<file path="src/rtl/cfgw_pkg.sv">
// Shared types for the write-only configuration slave.
package cfgw_pkg;
    // Receive engine states
    typedef enum logic [2:0] {
        ST_IDLE,       // waiting for START
        ST_RX,         // shifting in bits of a byte
        ST_WAIT_FALL,  // byte complete, waiting for SCL low to place ACK
        ST_ACK,        // driving ACK through the ninth clock
        ST_SKIP        // not addressed or overflowed, ignore until START/STOP
    } rx_state_t;
endpackage

</file>
<file path="src/rtl/cfgw_line_sampler.sv">
// Synchronises SCL and SDA to the system clock and derives events.
// Assumes the system clock is several times faster than SCL so that every
// bus phase spans at least a few samples. Both lines idle high.
module cfgw_line_sampler #(
    parameter int SYNC_STAGES = 2
) (
    input  logic clk,
    input  logic rst_n,
    input  logic scl_in,
    input  logic sda_in,
    output logic scl_lvl,
    output logic sda_lvl,
    output logic scl_rise,
    output logic scl_fall,
    output logic start_det,
    output logic stop_det
);
    logic [SYNC_STAGES-1:0] scl_chain;
    logic [SYNC_STAGES-1:0] sda_chain;
    logic                   scl_prev;
    logic                   sda_prev;

    // Synchronizer chains plus one history stage for edge detection
    always_ff @(posedge clk) begin
        if (!rst_n) begin
            scl_chain <= '1;
            sda_chain <= '1;
            scl_prev  <= 1'b1;
            sda_prev  <= 1'b1;
        end else begin
            scl_chain <= {scl_chain[SYNC_STAGES-2:0], scl_in};
            sda_chain <= {sda_chain[SYNC_STAGES-2:0], sda_in};
            scl_prev  <= scl_chain[SYNC_STAGES-1];
            sda_prev  <= sda_chain[SYNC_STAGES-1];
        end
    end

    // Event decode from current and previous synchronized levels
    always_comb begin
        scl_lvl   = scl_chain[SYNC_STAGES-1];
        sda_lvl   = sda_chain[SYNC_STAGES-1];
        scl_rise  = scl_lvl && !scl_prev;
        scl_fall  = !scl_lvl && scl_prev;
        start_det = scl_lvl && scl_prev && sda_prev && !sda_lvl;
        stop_det  = scl_lvl && scl_prev && !sda_prev && sda_lvl;
    end
endmodule

</file>
<file path="src/rtl/cfgw_byte_engine.sv">
// Bit and byte sequencer: shifts bytes MSB first, decides ACK per byte,
// and issues register writes for accepted data bytes.
// Assumes clean events from the line sampler; START or STOP always wins.
module cfgw_byte_engine
    import cfgw_pkg::*;
#(
    parameter logic [7:0] DEV_BYTE = 8'hD2,
    parameter int PREAMBLE = 2,
    parameter int MAX_DATA = 6,
    parameter int NUM_REGS = 6,
    localparam int LIMIT   = (NUM_REGS < MAX_DATA) ? NUM_REGS : MAX_DATA,
    localparam int REG_IW  = (NUM_REGS > 1) ? $clog2(NUM_REGS) : 1,
    localparam int IDX_W   = $clog2(PREAMBLE + NUM_REGS + MAX_DATA + 2)
) (
    input  logic              clk,
    input  logic              rst_n,
    input  logic              scl_lvl,
    input  logic              sda_lvl,
    input  logic              scl_rise,
    input  logic              scl_fall,
    input  logic              start_det,
    input  logic              stop_det,
    output logic              sda_pull,
    output logic              wr_en,
    output logic [REG_IW-1:0] wr_idx,
    output logic [7:0]        wr_data
);
    localparam logic [IDX_W-1:0] PRE_LAST   = IDX_W'(PREAMBLE);
    localparam logic [IDX_W-1:0] FIRST_DATA = IDX_W'(PREAMBLE + 1);
    localparam logic [IDX_W-1:0] SLOT_LIM   = IDX_W'(LIMIT);
    localparam logic [IDX_W-1:0] IDX_MAX    = '1;

    rx_state_t        state;
    logic [2:0]       bitcnt;
    logic [7:0]       shreg;
    logic [IDX_W-1:0] byte_idx;
    logic             ack_pend;
    logic [7:0]       shift_nxt;
    logic [IDX_W-1:0] data_slot;
    logic             byte_end;
    logic             is_data;
    logic             accept;

    // Next shift value, byte position decode and ACK decision
    always_comb begin
        shift_nxt = {shreg[6:0], sda_lvl};
        data_slot = byte_idx - FIRST_DATA;
        byte_end  = (state == ST_RX) && scl_rise && (bitcnt == 3'd7);
        is_data   = (byte_idx >= FIRST_DATA);
        if (byte_idx == '0)
            accept = (shift_nxt == DEV_BYTE);
        else if (byte_idx <= PRE_LAST)
            accept = 1'b1;
        else
            accept = (data_slot < SLOT_LIM);
    end

    // Receive state machine with bit and byte counters
    always_ff @(posedge clk) begin
        if (!rst_n) begin
            state    <= ST_IDLE;
            bitcnt   <= '0;
            shreg    <= '0;
            byte_idx <= '0;
            ack_pend <= 1'b0;
        end else if (start_det) begin
            state    <= ST_RX;
            bitcnt   <= '0;
            byte_idx <= '0;
            ack_pend <= 1'b0;
        end else if (stop_det) begin
            state    <= ST_IDLE;
            bitcnt   <= '0;
        end else begin
            case (state)
                ST_RX: begin
                    if (scl_rise) begin
                        shreg <= shift_nxt;
                        if (bitcnt == 3'd7) begin
                            bitcnt   <= '0;
                            ack_pend <= accept;
                            state    <= ST_WAIT_FALL;
                        end else begin
                            bitcnt <= bitcnt + 3'd1;
                        end
                    end
                end
                ST_WAIT_FALL: begin
                    if (scl_fall) state <= ack_pend ? ST_ACK : ST_SKIP;
                end
                ST_ACK: begin
                    if (scl_fall) begin
                        state <= ST_RX;
                        if (byte_idx != IDX_MAX) byte_idx <= byte_idx + 1'b1;
                    end
                end
                default: ;
            endcase
        end
    end

    // Outputs: ACK drive and register write strobe
    always_comb begin
        sda_pull = (state == ST_ACK);
        wr_en    = byte_end && is_data && accept;
        wr_idx   = data_slot[REG_IW-1:0];
        wr_data  = shift_nxt;
    end

    // the data line is only grabbed while the bus clock is low
    p_ack_scl_low_r2: assert property (@(posedge clk) disable iff (!rst_n)
        $rose(sda_pull) |-> !scl_lvl);
    // a START restarts bit and byte counting
    p_start_clears_r8: assert property (@(posedge clk) disable iff (!rst_n)
        start_det |=> (bitcnt == 3'd0 && byte_idx == '0 && state == ST_RX));
    // a STOP releases the line and parks the engine
    p_stop_idle_r7: assert property (@(posedge clk) disable iff (!rst_n)
        stop_det |=> (!sda_pull && state == ST_IDLE));
    // header positions never reach the register bank
    p_header_not_stored_r4: assert property (@(posedge clk) disable iff (!rst_n)
        (byte_end && byte_idx <= PRE_LAST) |-> !wr_en);
endmodule

</file>
<file path="src/rtl/cfgw_reg_bank.sv">
// Bank of byte registers written one at a time by index.
// Assumes at most one write per cycle; index is pre-checked by the engine.
module cfgw_reg_bank #(
    parameter int NUM_REGS = 6,
    localparam int REG_IW  = (NUM_REGS > 1) ? $clog2(NUM_REGS) : 1
) (
    input  logic                  clk,
    input  logic                  rst_n,
    input  logic                  wr_en,
    input  logic [REG_IW-1:0]     wr_idx,
    input  logic [7:0]            wr_data,
    output logic [NUM_REGS*8-1:0] regs_flat
);
    for (genvar g = 0; g < NUM_REGS; g++) begin : g_reg
        logic [7:0] val;
        // Register g loads only on a write addressed to it
        always_ff @(posedge clk) begin
            if (!rst_n)
                val <= 8'h00;
            else if (wr_en && wr_idx == REG_IW'(g))
                val <= wr_data;
        end
        assign regs_flat[g*8 +: 8] = val;
    end

    // reset clears the whole bank
    p_reset_clear_r1: assert property (@(posedge clk)
        !rst_n |=> (regs_flat == '0));
    // writes only land inside the implemented bank
    p_idx_in_range_r6: assert property (@(posedge clk) disable iff (!rst_n)
        wr_en |-> (int'(wr_idx) < NUM_REGS));
    // without a write the bank holds its contents
    p_hold_r5: assert property (@(posedge clk) disable iff (!rst_n)
        !wr_en |=> $stable(regs_flat));
endmodule

</file>
<file path="src/rtl/cfg_wr_slave.sv">
// Top of the write-only two-wire configuration slave: sampler, byte
// sequencer and register bank. sda_pull is an open-drain enable; the pad
// ring drives the line low when it is high.
module cfg_wr_slave #(
    parameter logic [7:0] DEV_BYTE = 8'hD2,
    parameter int NUM_REGS    = 6,
    parameter int MAX_DATA    = 6,
    parameter int PREAMBLE    = 2,
    parameter int SYNC_STAGES = 2,
    localparam int REG_IW     = (NUM_REGS > 1) ? $clog2(NUM_REGS) : 1
) (
    input  logic                  clk,
    input  logic                  rst_n,
    input  logic                  scl_in,
    input  logic                  sda_in,
    output logic                  sda_pull,
    output logic [NUM_REGS*8-1:0] regs_flat
);
    logic              scl_lvl, sda_lvl, scl_rise, scl_fall, start_det, stop_det;
    logic              wr_en;
    logic [REG_IW-1:0] wr_idx;
    logic [7:0]        wr_data;

    cfgw_line_sampler #(.SYNC_STAGES(SYNC_STAGES)) i_sampler (
        .clk(clk), .rst_n(rst_n), .scl_in(scl_in), .sda_in(sda_in),
        .scl_lvl(scl_lvl), .sda_lvl(sda_lvl), .scl_rise(scl_rise),
        .scl_fall(scl_fall), .start_det(start_det), .stop_det(stop_det)
    );

    cfgw_byte_engine #(
        .DEV_BYTE(DEV_BYTE), .PREAMBLE(PREAMBLE),
        .MAX_DATA(MAX_DATA), .NUM_REGS(NUM_REGS)
    ) i_engine (
        .clk(clk), .rst_n(rst_n), .scl_lvl(scl_lvl), .sda_lvl(sda_lvl),
        .scl_rise(scl_rise), .scl_fall(scl_fall), .start_det(start_det),
        .stop_det(stop_det), .sda_pull(sda_pull), .wr_en(wr_en),
        .wr_idx(wr_idx), .wr_data(wr_data)
    );

    cfgw_reg_bank #(.NUM_REGS(NUM_REGS)) i_bank (
        .clk(clk), .rst_n(rst_n), .wr_en(wr_en), .wr_idx(wr_idx),
        .wr_data(wr_data), .regs_flat(regs_flat)
    );
endmodule

</file>
<file path="config.mk">
export PLATFORM = sky130hd
export DESIGN_NAME = cfg_wr_slave
export DESIGN_NICKNAME = d
export VERILOG_FILES = /design/src/rtl/cfgw_pkg.sv /design/src/rtl/cfgw_line_sampler.sv /design/src/rtl/cfgw_byte_engine.sv /design/src/rtl/cfgw_reg_bank.sv /design/src/rtl/cfg_wr_slave.sv
export SDC_FILE = /design/constraint.sdc
export NUM_CORES = 1
export LEC_CHECK = 0
export BUFFER_PORTS_ARGS = -buffer_cell sky130_fd_sc_hd__buf_2
export CELL_PAD_IN_SITES_DETAIL_PLACEMENT = 1
export CELL_PAD_IN_SITES_GLOBAL_PLACEMENT = 2
export CORE_MARGIN = 10
export CORE_UTILIZATION = 31
export CTS_BUF_LIST = sky130_fd_sc_hd__clkbuf_16
export DETAILED_ROUTE_END_ITERATION = 10
export GPL_ROUTABILITY_DRIVEN = 1
export GPL_TIMING_DRIVEN = 0
export PLACE_DENSITY = 0.73
export SLEW_MARGIN = 30
export SYNTH_ARGS = -nofsm -noshare
export SYNTH_HDL_FRONTEND = slang
export SYNTH_SLANG_ARGS = --single-unit
</file>
<file path="constraint.sdc">
create_clock -name clk -period 2 [get_ports clk]
set_clock_uncertainty 0.05 [all_clocks]
set_input_delay 0.2 -clock clk [delete_from_list [all_inputs] [get_ports clk]]
set_output_delay 0.2 -clock clk [all_outputs]
set_load 0.05 [all_outputs]
</file>
==> out/metrics.cfg <==
[run_status]
status = completed

[global_routing]
grt_pass1_vias = 2659
overflow = 0
track_usage = 0.120
busiest_layer = met2
met3_usage = 0.0481
grt_max_degree = 13
grtUsageMet2 = 0.199
grt_pass1_wl_mm = 13.9
antenna_found_initial = 0
use_met1 = 0.139

[layout]
nFillCells = 1047
stdcell_count = 514
diodes = 0
drive_above_1_share = 0.312
area_growth_pct = 38.5
final_nets = 392

[logic_synthesis]
yosys.area.top_type_share = 0.479
muxShareOfSynthArea = 0.200
synth_largest_area_cell = dfxtp_1
yosys.area_share.simple = 0.201
synth_nets = 308
async_reset_ff_frac = 0
synth_cell_type_count = 35
synth_xor_area_frac = 0.0145
yosysWarnings = 0
synthAdderAreaFrac = 0.0332
synth-compound-area-share = 0.0465
ys.flop_type = dfxtp_1
synthTopCellsByArea = dfxtp_1 (48%), mux2i_1 (20%), nand2_1 (5.9%), nor2b_1 (5.2%), ha_1 (3.3%)
synth_top_family_by_area = simple AND/OR/NAND/NOR gates
synth-seq-area-share = 0.479
synth_most_common_cell = dfxtp_1
yosys_register_bits = 72
syn_inst = 296
synth_edf_count = 0
syn_area_um2 = 3010
syn_avg_cell_area_um2 = 10.2
synth_common_cells = dfxtp_1 (72), mux2i_1 (59), nand2_1 (47)

[timing]
max_slew_margin = 0.484
timing_hold_violations_final = 0
period_needed_ns = 1.94
maxSlewViolCount = 0
rsz0062_at_grt = true
final-setup-viol-count = 0
timing.final.ws_setup_ns = 0.0588
fmax_mhz = 515
fin_crit_sh = 0.971
worst_slew_pin_slew_ns = 0.765

[critical_path]
reg2reg_depth = 7
critPathSlowestCell = dfxtp_1
required_ns = 2.21
path_cells = ha_2 > ha_4 > nor4bb_4 > nand2_2 > nor4_4 > buf_12 > mux2i_1
r2r_end = i_bank.g_reg[2].val[4]$_SDFFE_PN0P_
critPathLaunchType = flip-flop
path_max_fanout = 8
worstPathArrival_ns = 2.15
rrSetupSlack_ns = 0.06
slowest_delay_ns = 0.36
crit-reg2reg-launch = i_engine.bitcnt[0]$_SDFFE_PP0N_
path_class = reg -> reg
crit_path_end_kind = flip-flop

[floorplanning]
coreArea_um2 = 9370
row_count = 35
dieArea_um2 = 14100
dieHeight_um = 119
die_w_um = 119
pin_count = 53
initial_core_util = 0.321

[route]
vias = 2430
drt-initial-drc-count = 55
wl_per_cell_um = 16.8
routed_wl_mm = 8.63
drtAntennaViolNets = 0
firstDrtPassIters = 4
vias_per_cell = 4.73
drc = 0

[placement]
hpwlAfterDp_mm = 5.70
place_ws_ns = -0.464
portBuffers = 51
placed_cells = 476
gp_congestion = 0.769

[clock_tree]
cts_made_buffers = 9
htreeDepth = 3
cts_tree = yes
clock-sinks = 72
clock_path_buffers = 2
clkTransAtPathRegs_ns = 0.06
cts_root_buf = clkbuf_16
insertion_delay_ns = 0.33

[min_path]
min_path_type = in -> reg
hold_end = i_sampler.sda_prev$_SDFF_PN1_
min_path_cells = 2
min_from = rst_n

[power_and_ir_drop]
p_clk_frac = 0.529
p_switching_mw = 0.674
p_int_mw = 2.55
ir_worst_vdd_mv = 0.410
power_frac_seq = 0.448
p_per_area_nw_per_um2 = 772
comb_power_share = 0.022
leakagePower_nw = 1.74
total_power_mw = 3.22
p_sw_frac = 0.209

[run]
drv_cap = 0

-- through the flow --
stage	TNS [ns]	cell area, um2	hold slack (ns)	util
floorplan	0	3030	0.251	-
global placement	-8.97	3440	0.332	0.367
detailed placement	-10.56	3440	0.335	0.367
CTS	-0.367	4020	0.237	0.429
global route	-0.315	4170	0.287	0.445
finish	0	4170	0.251	0.445
-- cell usage in the layout, fill, tap and decap left out, types with 3 or more instances in the layout --
cell type	Yosys	routed
nor2_1	12	12
ha_4	0	5
buf_12	0	5
clkbuf_1	8	8
buf_2	1	52
nand2_1	47	46
dfxtp_2	0	5
o21ai_0	6	6
nand3_1	5	3
xnor2_1	5	4
nor2_4	3	3
a21oi_1	5	4
nand2b_1	7	7
inv_1	6	6
buf_4	1	16
nor3_1	5	3
dfxtp_1	72	65
nor2b_1	25	25
mux2i_1	59	59
clkbuf_16	0	9
-- how the worst max path moves through the flow --
stage                                            from                                  end  slack (ns)  cells after the start
floorplan             i_engine.bitcnt[0]$_SDFFE_PP0N_  i_bank.g_reg[2].val[0]$_SDFFE_PN0P_       0.003                      6
global placement    i_engine.byte_idx[1]$_SDFFE_PP0P_  i_bank.g_reg[2].val[5]$_SDFFE_PN0P_       -0.41                      6
detailed placement  i_engine.byte_idx[1]$_SDFFE_PP0P_  i_bank.g_reg[2].val[2]$_SDFFE_PN0P_       -0.46                      6
CTS                 i_engine.byte_idx[1]$_SDFFE_PP0P_  i_bank.g_reg[2].val[4]$_SDFFE_PN0P_       -0.07                      9
global route          i_engine.bitcnt[0]$_SDFFE_PP0N_  i_bank.g_reg[2].val[2]$_SDFFE_PN0P_       -0.06                      7
finish                i_engine.bitcnt[0]$_SDFFE_PP0N_  i_bank.g_reg[2].val[4]$_SDFFE_PN0P_        0.06                      7
-- worst max-delay path, delay by kind of cell (launching register included) --
| family | cells | cell delay (ns) |
|---|---|---|
| and+or+nand+nor | 3 | 0.70 |
| DFF | 1 | 0.36 |
| adders and majority gates | 2 | 0.35 |
| muxes | 1 | 0.20 |
| buffers and inverters | 1 | 0.19 |
-- area by class of cell --
class	instances	area, um2	area share
flip-flops and latches	72	1460	0.349
clock inverters	7	88.8	0.0213
plain buffers	12	57.6	0.0138
repair buffers	73	488	0.117
multi-input cells	206	1670	0.400
well taps	129	161	0.0387
inverters	6	27.5	0.00660
clock buffers	9	225	0.0540
-- layer usage --
metal | vias up | share of wire
li1 | 1177 | -
met1 | 1203 | 0.46
met2 | 43 | 0.47
met3 | 7 | 0.056
met4 | 0 | 0.013
met5 | - | 0
-- registers in the layout, summed over array words and instances (netlist names) --
signal               count
i_engine.state           3
i_engine.bitcnt          3
i_engine.shreg           7
i_engine.byte_idx        4
i_sampler.sda_prev       1
i_sampler.scl_chain      2
i_sampler.sda_chain      2
i_engine.ack_pend        1
i_bank.g.val            48
i_sampler.scl_prev       1
-- cells by family (layout without fill, tap and decap cells) --
family,count (synthesis),after routing
simple gates,114,114
flops,72,72
mux,60,60
compound gates,19,19
buf+inv,18,107
fa+ha+maj,8,8
xor+xnor,5,5
-- power groups by stage --
stage                     Combinational [mW]  Sequential (mW)  Clock, mW
after floorplan                       0.0439             1.48          0
final                                 0.0722             1.44       1.70
after global placement                0.0628             1.48          0
after detailed placement              0.0650             1.48          0
after CTS                             0.0685             1.44       1.74
after global routing                  0.0805             1.44       1.81
-- timing repair --
item / in CTS / in global routing
hold endpoints to repair: 2 / 0
hold buffers: 2 / 0
pin swaps: 9 / 7
setup buffers: 14 / 6
gates resized for setup: 18 / 19
setup endpoints to repair: 49 / 48
Power figures use the tool's default switching activity.
